### src/rtl/atm_scr_pkg.sv
// Shared types and mode resolution for the ATM cell transmit scrambler.
// Assumes a single clock domain; no state lives here.
package atm_scr_pkg;

    // Scrambling mode applied to one cell
    typedef enum logic [1:0] {
        MODE_BYP = 2'd0,
        MODE_SSS = 2'd1,
        MODE_DSS = 2'd2
    } scr_mode_t;

    // Region of the current byte inside the cell
    typedef enum logic [1:0] {
        REG_OUT = 2'd0,
        REG_HDR = 2'd1,
        REG_HEC = 2'd2,
        REG_PAY = 2'd3
    } cell_region_t;

    // Fixed priority: self-synchronizing over distributed-sample over bypass
    function automatic scr_mode_t resolve_mode(input logic sss_en, input logic dss_en);
        if (sss_en)      return MODE_SSS;
        else if (dss_en) return MODE_DSS;
        else             return MODE_BYP;
    endfunction

endpackage

### src/rtl/scr_cell_tracker.sv
// Tracks the position of each accepted byte within a cell and latches the
// scrambling mode on the start-of-cell byte.
// Assumes in_soc is only meaningful with in_valid; positions beyond the last
// byte are parked at CELL_BYTES until the next start of cell.
module scr_cell_tracker
    import atm_scr_pkg::*;
#(
    parameter int CELL_BYTES = 53,
    parameter int HDR_BYTES  = 4,
    localparam int PW        = $clog2(CELL_BYTES + 1)
) (
    input  logic          clk,
    input  logic          rst_n,
    input  logic          in_valid,
    input  logic          in_soc,
    input  logic          sss_en,
    input  logic          dss_en,
    output logic [PW-1:0] byte_idx,
    output scr_mode_t     mode_now,
    output cell_region_t  region
);

    localparam logic [PW-1:0] PARK_POS = PW'(CELL_BYTES);
    localparam logic [PW-1:0] HEC_POS  = PW'(HDR_BYTES);

    logic [PW-1:0] pos_q;
    scr_mode_t     mode_q;

    // Position, mode and region of the byte currently on the input
    always_comb begin
        byte_idx = in_soc ? '0 : pos_q;
        if (in_soc)                mode_now = resolve_mode(sss_en, dss_en);
        else if (pos_q == PARK_POS) mode_now = MODE_BYP;
        else                       mode_now = mode_q;
        if (byte_idx == PARK_POS)     region = REG_OUT;
        else if (byte_idx < HEC_POS)  region = REG_HDR;
        else if (byte_idx == HEC_POS) region = REG_HEC;
        else                          region = REG_PAY;
    end

    // Advance the position and hold the cell mode on each accepted byte
    always_ff @(posedge clk) begin
        if (!rst_n) begin
            pos_q  <= PARK_POS;
            mode_q <= MODE_BYP;
        end else if (in_valid) begin
            pos_q  <= (region == REG_OUT) ? PARK_POS : byte_idx + 1'b1;
            mode_q <= mode_now;
        end
    end

    p_pos_range_r10: assert property (@(posedge clk) disable iff (!rst_n)
        pos_q <= PARK_POS);

    p_mode_hold_r2: assert property (@(posedge clk) disable iff (!rst_n)
        (in_valid && !in_soc && pos_q != PARK_POS) |=> $stable(mode_q));

    p_prio_r9: assert property (@(posedge clk) disable iff (!rst_n)
        (in_valid && in_soc && sss_en) |=> (mode_q == MODE_SSS));

    p_no_valid_r12: assert property (@(posedge clk) disable iff (!rst_n)
        !in_valid |=> ($stable(pos_q) && $stable(mode_q)));

endmodule

### src/rtl/scr_sss_engine.sv
// Self-synchronizing scrambler for one byte per clock, MSB first.
// Each output bit is the input bit XOR the scrambled bit LEN bit-times back.
// Assumes the history is cleared only by reset and advances only on 'advance'.
module scr_sss_engine #(
    parameter int DW  = 8,
    parameter int LEN = 43
) (
    input  logic          clk,
    input  logic          rst_n,
    input  logic          advance,
    input  logic [DW-1:0] din,
    output logic [DW-1:0] dout
);

    logic [LEN-1:0] hist_q;
    logic [LEN-1:0] hist_d;

    // Scramble one byte bit-serially and form the next history
    always_comb begin
        logic [LEN-1:0] h;
        logic           b;
        h = hist_q;
        for (int i = DW - 1; i >= 0; i--) begin
            b       = din[i] ^ h[LEN-1];
            dout[i] = b;
            h       = {h[LEN-2:0], b};
        end
        hist_d = h;
    end

    // Keep the history of sent scrambled bits
    always_ff @(posedge clk) begin
        if (!rst_n)       hist_q <= '0;
        else if (advance) hist_q <= hist_d;
    end

    p_hold_r6: assert property (@(posedge clk) disable iff (!rst_n)
        !advance |=> $stable(hist_q));

endmodule

### src/rtl/scr_dss_engine.sv
// Distributed-sample scrambler mask generator: a free-running Fibonacci
// generator with taps at LEN and TAP, stepped DW times per advanced byte.
// Assumes a nonzero SEED; the mask for the current byte is combinational.
module scr_dss_engine #(
    parameter int             DW   = 8,
    parameter int             LEN  = 31,
    parameter int             TAP  = 28,
    parameter logic [LEN-1:0] SEED = '1
) (
    input  logic          clk,
    input  logic          rst_n,
    input  logic          advance,
    output logic [DW-1:0] mask
);

    logic [LEN-1:0] gen_q;
    logic [LEN-1:0] gen_d;

    // Produce the byte mask and the generator state DW steps ahead
    always_comb begin
        logic [LEN-1:0] g;
        logic           fb;
        g = gen_q;
        for (int i = DW - 1; i >= 0; i--) begin
            mask[i] = g[LEN-1];
            fb      = g[LEN-1] ^ g[TAP-1];
            g       = {g[LEN-2:0], fb};
        end
        gen_d = g;
    end

    // Step the generator on each byte of a distributed-sample cell
    always_ff @(posedge clk) begin
        if (!rst_n)       gen_q <= SEED;
        else if (advance) gen_q <= gen_d;
    end

    p_nonzero_r7: assert property (@(posedge clk) disable iff (!rst_n)
        gen_q != '0);

    p_hold_r7: assert property (@(posedge clk) disable iff (!rst_n)
        !advance |=> $stable(gen_q));

endmodule

### src/rtl/scr_hec_gen.sv
// Header check generator: CRC over the header bytes, MSB first, zero start,
// with a fixed coset added on output.
// Assumes 'clear' marks the first header byte and 'update' each header byte.
module scr_hec_gen #(
    parameter int            DW    = 8,
    parameter logic [DW-1:0] POLY  = 8'h07,
    parameter logic [DW-1:0] COSET = 8'h55
) (
    input  logic          clk,
    input  logic          rst_n,
    input  logic          clear,
    input  logic          update,
    input  logic [DW-1:0] din,
    output logic [DW-1:0] hec
);

    logic [DW-1:0] crc_q;
    logic [DW-1:0] crc_d;

    // Fold one byte into the running remainder
    always_comb begin
        logic [DW-1:0] c;
        logic          fb;
        c = clear ? '0 : crc_q;
        for (int i = DW - 1; i >= 0; i--) begin
            fb = c[DW-1] ^ din[i];
            c  = {c[DW-2:0], 1'b0};
            if (fb) c = c ^ POLY;
        end
        crc_d = c;
    end

    // Present the check byte with its coset applied
    always_comb hec = crc_q ^ COSET;

    // Hold the remainder between header bytes
    always_ff @(posedge clk) begin
        if (!rst_n)      crc_q <= '0;
        else if (update) crc_q <= crc_d;
    end

    p_hold_r8: assert property (@(posedge clk) disable iff (!rst_n)
        !update |=> $stable(crc_q));

endmodule

### src/rtl/atm_cell_scrambler.sv
// ATM cell transmit scrambler. Selects per cell between bypass, a
// self-synchronizing payload scrambler and a distributed-sample whole-cell
// scrambler with header check regeneration; output is registered once.
// Assumes byte-wide cells with in_soc on position 0 and no backpressure.
module atm_cell_scrambler
    import atm_scr_pkg::*;
#(
    parameter int CELL_BYTES = 53,
    parameter int HDR_BYTES  = 4,
    parameter int DW         = 8,
    parameter int SSS_LEN    = 43,
    parameter int DSS_LEN    = 31,
    parameter int DSS_TAP    = 28,
    localparam int PW        = $clog2(CELL_BYTES + 1)
) (
    input  logic          clk,
    input  logic          rst_n,
    input  logic          in_valid,
    input  logic          in_soc,
    input  logic [DW-1:0] in_data,
    input  logic          sss_en,
    input  logic          dss_en,
    output logic          out_valid,
    output logic          out_soc,
    output logic [DW-1:0] out_data
);

    logic [PW-1:0] byte_idx;
    scr_mode_t     mode_now;
    cell_region_t  region;
    logic          sss_adv;
    logic          dss_adv;
    logic          hec_upd;
    logic [DW-1:0] sss_dout;
    logic [DW-1:0] dss_mask;
    logic [DW-1:0] dss_byte;
    logic [DW-1:0] hec_byte;
    logic [DW-1:0] data_next;

    scr_cell_tracker #(
        .CELL_BYTES (CELL_BYTES),
        .HDR_BYTES  (HDR_BYTES)
    ) u_tracker (
        .clk      (clk),
        .rst_n    (rst_n),
        .in_valid (in_valid),
        .in_soc   (in_soc),
        .sss_en   (sss_en),
        .dss_en   (dss_en),
        .byte_idx (byte_idx),
        .mode_now (mode_now),
        .region   (region)
    );

    // Engine strobes for the accepted byte
    always_comb begin
        sss_adv  = in_valid && (mode_now == MODE_SSS) && (region == REG_PAY);
        dss_adv  = in_valid && (mode_now == MODE_DSS);
        hec_upd  = dss_adv && (region == REG_HDR);
        dss_byte = in_data ^ dss_mask;
    end

    scr_sss_engine #(
        .DW  (DW),
        .LEN (SSS_LEN)
    ) u_sss (
        .clk     (clk),
        .rst_n   (rst_n),
        .advance (sss_adv),
        .din     (in_data),
        .dout    (sss_dout)
    );

    scr_dss_engine #(
        .DW   (DW),
        .LEN  (DSS_LEN),
        .TAP  (DSS_TAP),
        .SEED ({DSS_LEN{1'b1}})
    ) u_dss (
        .clk     (clk),
        .rst_n   (rst_n),
        .advance (dss_adv),
        .mask    (dss_mask)
    );

    scr_hec_gen #(
        .DW    (DW),
        .POLY  (DW'(8'h07)),
        .COSET (DW'(8'h55))
    ) u_hec (
        .clk    (clk),
        .rst_n  (rst_n),
        .clear  (byte_idx == '0),
        .update (hec_upd),
        .din    (dss_byte),
        .hec    (hec_byte)
    );

    // Pick the outgoing byte by mode and region
    always_comb begin
        case (mode_now)
            MODE_SSS: data_next = (region == REG_PAY) ? sss_dout : in_data;
            MODE_DSS: data_next = (region == REG_HEC) ? hec_byte : dss_byte;
            default:  data_next = in_data;
        endcase
    end

    // Register the output stream once
    always_ff @(posedge clk) begin
        if (!rst_n) begin
            out_valid <= 1'b0;
            out_soc   <= 1'b0;
            out_data  <= '0;
        end else begin
            out_valid <= in_valid;
            out_soc   <= in_valid && in_soc;
            if (in_valid) out_data <= data_next;
        end
    end

    p_latency_r1: assert property (@(posedge clk) disable iff (!rst_n)
        in_valid |=> out_valid);

    p_idle_r1: assert property (@(posedge clk) disable iff (!rst_n)
        !in_valid |=> !out_valid);

    p_soc_r1: assert property (@(posedge clk) disable iff (!rst_n)
        (in_valid && in_soc) |=> out_soc);

    p_bypass_r3: assert property (@(posedge clk) disable iff (!rst_n)
        (in_valid && mode_now == MODE_BYP) |=> (out_data == $past(in_data)));

    p_sss_hdr_r4: assert property (@(posedge clk) disable iff (!rst_n)
        (in_valid && mode_now == MODE_SSS && region != REG_PAY)
            |=> (out_data == $past(in_data)));

    p_dss_only_r7: assert property (@(posedge clk) disable iff (!rst_n)
        (in_valid && mode_now != MODE_DSS) |=> $stable(u_dss.gen_q));

endmodule

### config.mk
export PLATFORM = sky130hd
export DESIGN_NAME = atm_cell_scrambler
export DESIGN_NICKNAME = d
export VERILOG_FILES = /design/src/rtl/atm_scr_pkg.sv /design/src/rtl/scr_cell_tracker.sv /design/src/rtl/scr_sss_engine.sv /design/src/rtl/scr_dss_engine.sv /design/src/rtl/scr_hec_gen.sv /design/src/rtl/atm_cell_scrambler.sv
export SDC_FILE = /design/constraint.sdc
export NUM_CORES = 1
export LEC_CHECK = 0
export BUFFER_PORTS_ARGS = -buffer_cell sky130_fd_sc_hd__clkbuf_2
export CAP_MARGIN = 20
export CORE_ASPECT_RATIO = 2
export CORE_MARGIN = 1
export CORE_UTILIZATION = 45
export CTS_CLUSTER_DIAMETER = 200
export CTS_CLUSTER_SIZE = 8
export DETAILED_ROUTE_END_ITERATION = 8
export GPL_TIMING_DRIVEN = 0
export SLEW_MARGIN = 10
export SYNTH_ARGS = -nofsm -noshare
export SYNTH_HDL_FRONTEND = slang
export SYNTH_HIERARCHICAL = 1
export SYNTH_SLANG_ARGS = --single-unit
### constraint.sdc
create_clock -name clk -period 2.63 [get_ports clk]
set_input_delay 0.1315 -clock clk [delete_from_list [all_inputs] [get_ports clk]]
set_output_delay 0.1315 -clock clk [all_outputs]
set_load 0.01 [all_outputs]
==> impl_metrics.toml <==
[outcome]
status = "completed"

[worst_setup_path]
cp_cell_sequence = "and2b_2 > or4_4 > nor3_4 > buf_6 > buf_4 > nor2_1 > xnor2_1 > xor3_1 > a21oi_1"
max_stage_delay_ns = 0.52
critical-path-top-delay-family = "simple AND/OR/NAND/NOR gates"
crit_buf_inv = 2
start_kind = "register"
cp.required_ns = 2.91
path_max_fanout = 6
arrival_ns = 2.79
cpMaxStageDelayCell = "or4_4"
critical_path_class = "register to register"
end_kind = "register"

[detailed_routing]
viasPerCell = 5.20
drt_iter0_markers = 160
drt_wl_total_mm = 11.5
drt_pass1_iterations = 4
drc = 0
wire_per_inst_um = 16.3
drt.antenna.violating_nets = 0
vias = 3664

[logic_synthesis]
syn_nets = 540
yosysMostFrequentCell = "dfxtp_1"
synth.distinct_cells = 56
synth_commonest_cells = "dfxtp_1, mux2i_1, nor2b_1"
synth_area_leaders = "dfxtp_1, mux2i_1, nor2b_1"
synth_seq_cells = 100
synth_edf_count = 0
synth_top_cell_by_area = "dfxtp_1"
synthArstFlopShare_pct = 0
synth_flop_cell = "dfxtp_1"
synth_seq_area_share_pct = 40.0
synth_top_area_share_pct = 40.0
yosysWarnings = 6
syn_area_um2 = 5000
synth.avg_cell_area_um2 = 9.60
syn_inst = 521

[timing]
setup_viol = 0
slew_viol_final = 0
skew_ns = 0.00908
fin_crit_sh_pct = 95.5
whs_ns = 0.148
setup_tns_ns = 0
period_minus_slack_ns = 2.51
rsz0062_at_grt = "true"
worstMarginPinSlew_ns = 0.548
maxSlewHeadroom_pct = 63.4
setup_ws_ns = 0.118
hold_viol = 0
max_freq_ghz = 0.398

[clock_network]
h-tree-depth = 3
clock-sinks = 100
clk_pin_slew_ns = 0.07
hold_buffers = 0
cts_root_buf = "clkbuf_16"
cts_buffers = 9
cts_buffer_depth = 2
cts_tree = "yes"
clk_latency_ns = 0.35

[power_and_ir_drop]
irDropWorstVdd_mv = 0.350
p_sw_share_pct = 27.3
seqPwrFrac_pct = 46.8
p_leak_nw = 2.10
pwr-share-comb_pct = 15.1
power_density_nw_per_um2 = 589
pwr-share-clk_pct = 38.2
power.switching_mw = 0.921
finalPower_mw = 3.37
p_int_mw = 2.45

[place]
placed_cell_area_um2 = 5290
routabilityCongestion = 0.922
place_ws_ns = -0.305
hpwl_mm = 8.86
dp_cells = 684
io_buffer_count = 23

[finish]
finish.utilization_pct = 52.6
areaGrowthSynthToFinish_pct = 14.5
layoutNonFillerInstCount = 705
layout-drive-gt1-share_pct = 18.2
fin_nets = 579
fillers = 1031
antenna_cells = 0
fin_area_um2 = 5730

[die]
die_h_um = 151
die_w_um = 76.5
fp-row-count = 54
coreArea_um2 = 10900
die-area_um2 = 11600
ios = 24
start_util_pct = 46.0

[worst_hold_path]
hold_path.class = "primary input to register"

[global_route]
grt_pass1_wl_mm = 19.1
grt_pass1_vias = 3953
gr-total-overflow = 0
grt_use_total_pct = 21.5
grt_max_degree = 26
grt_antenna_before_repair = 0

[run]
maxCapViolCount = 0
[kinds of logic (layout without fill, tap and decap cells)]
kind of cell	after synthesis	after routing	share of synthesized area, %
flip-flops	100	100	40.0
AND/OR/NAND/NOR	162	162	17.3
multiplexers	62	62	12.4
buffers and inverters	59	103	7.43
AO/OA/AOI/OAI	85	85	11.7
XOR/XNOR	48	48	9.83
adder cells (fa/ha/maj)	5	5	1.25
[per-layer routing]
| metal | vias up | wire, µm | global-route usage, % |
|---|---|---|---|
| met2 | 51 | 6720 | 44.3 |
| met3 | 17 | 243 | 3.19 |
| met4 | 0 | 250 | 11.2 |
| met1 | 1736 | 4300 | 19.6 |
| met5 | - | 0 | 0 |
| li1 | 1860 | - | - |
[sequential cells by signal, indices dropped and copies added, names as in the netlist]
signal            cells
u_tracker/pos_q       6
out_data              8
u_dss/gen_q          31
out_valid             1
u_hec/crc_q           8
u_tracker/mode_q      2
u_sss/hist_q         43
out_soc               1
[power by group through the flow]
stage	Combinational, mW	Sequential [mW]	Clock (mW)
2_1_floorplan	0.345	1.61	0
3_3_place_gp	0.467	1.61	0
3_5_place_dp	0.475	1.61	0
4_1_cts	0.487	1.57	1.32
5_1_grt	0.550	1.58	1.38
6_report	0.508	1.58	1.29
[layout by cell type, fill, tap and decap left out, types with 3 or more instances in the layout]
master,synthesis,final
dfxtp_1,100,97
mux2i_1,61,61
nor2b_1,46,45
nor2_1,40,38
nand2_1,29,29
o21ai_0,30,28
xnor2_1,30,28
inv_1,26,26
clkbuf_2,1,24
a21oi_1,13,13
xor2_1,12,12
nand3b_1,11,11
buf_4,5,11
o21ai_1,10,10
buf_6,8,9
clkbuf_16,0,9
nor3_1,9,8
o32a_1,8,8
a22oi_2,8,8
clkbuf_1,7,6
buf_2,8,6
ha_1,5,4
xnor2_2,2,4
and2_1,3,3
nand2b_1,3,3
xnor3_1,3,3
buf_12,3,3
and3b_1,3,3
nand3_1,3,3
[worst paths after layout]
kind / depth (start not counted) / from / to / slack [ns]
setup / recovery: 9 / u_tracker/pos_q[2] / u_hec/crc_q[2] / 0.12
hold / removal: 3 / in_data[3] / out_data[3] / 0.15
setup reg to reg: 9 / u_tracker/pos_q[2] / u_hec/crc_q[2] / 0.12
hold reg to reg: 2 / u_dss/gen_q[9] / u_dss/gen_q[9] / 0.47
[final cells by class]
type / instances / area (µm²) / area share [%]
clock buffers: 9 / 225 / 3.93
well taps: 140 / 175 / 3.06
multi-input cells: 362 / 2710 / 47.3
flip-flops and latches: 100 / 2010 / 35.1
repair buffers: 29 / 160 / 2.80
clock inverters: 7 / 70.1 / 1.22
plain buffers: 32 / 279 / 4.87
inverters: 26 / 97.6 / 1.70
[what timing repair did]
item | in CTS | in global routing
pin swaps | 0 | 6
hold endpoints to repair | 0 | 0
gates resized for setup | 10 | 18
cloned | 0 | 0
setup endpoints to repair | 57 | 62
setup buffers | 0 | 6
[worst reg2reg max path: stages (launching register included)]
cell	delay [ns]
dfxtp_4	0.36
and2b_2	0.21
or4_4	0.52
nor3_4	0.24
buf_6	0.15
buf_4	0.13
nor2_1	0.05
xnor2_1	0.19
xor3_1	0.45
a21oi_1	0.15
Power figures use the tool's default switching activity.
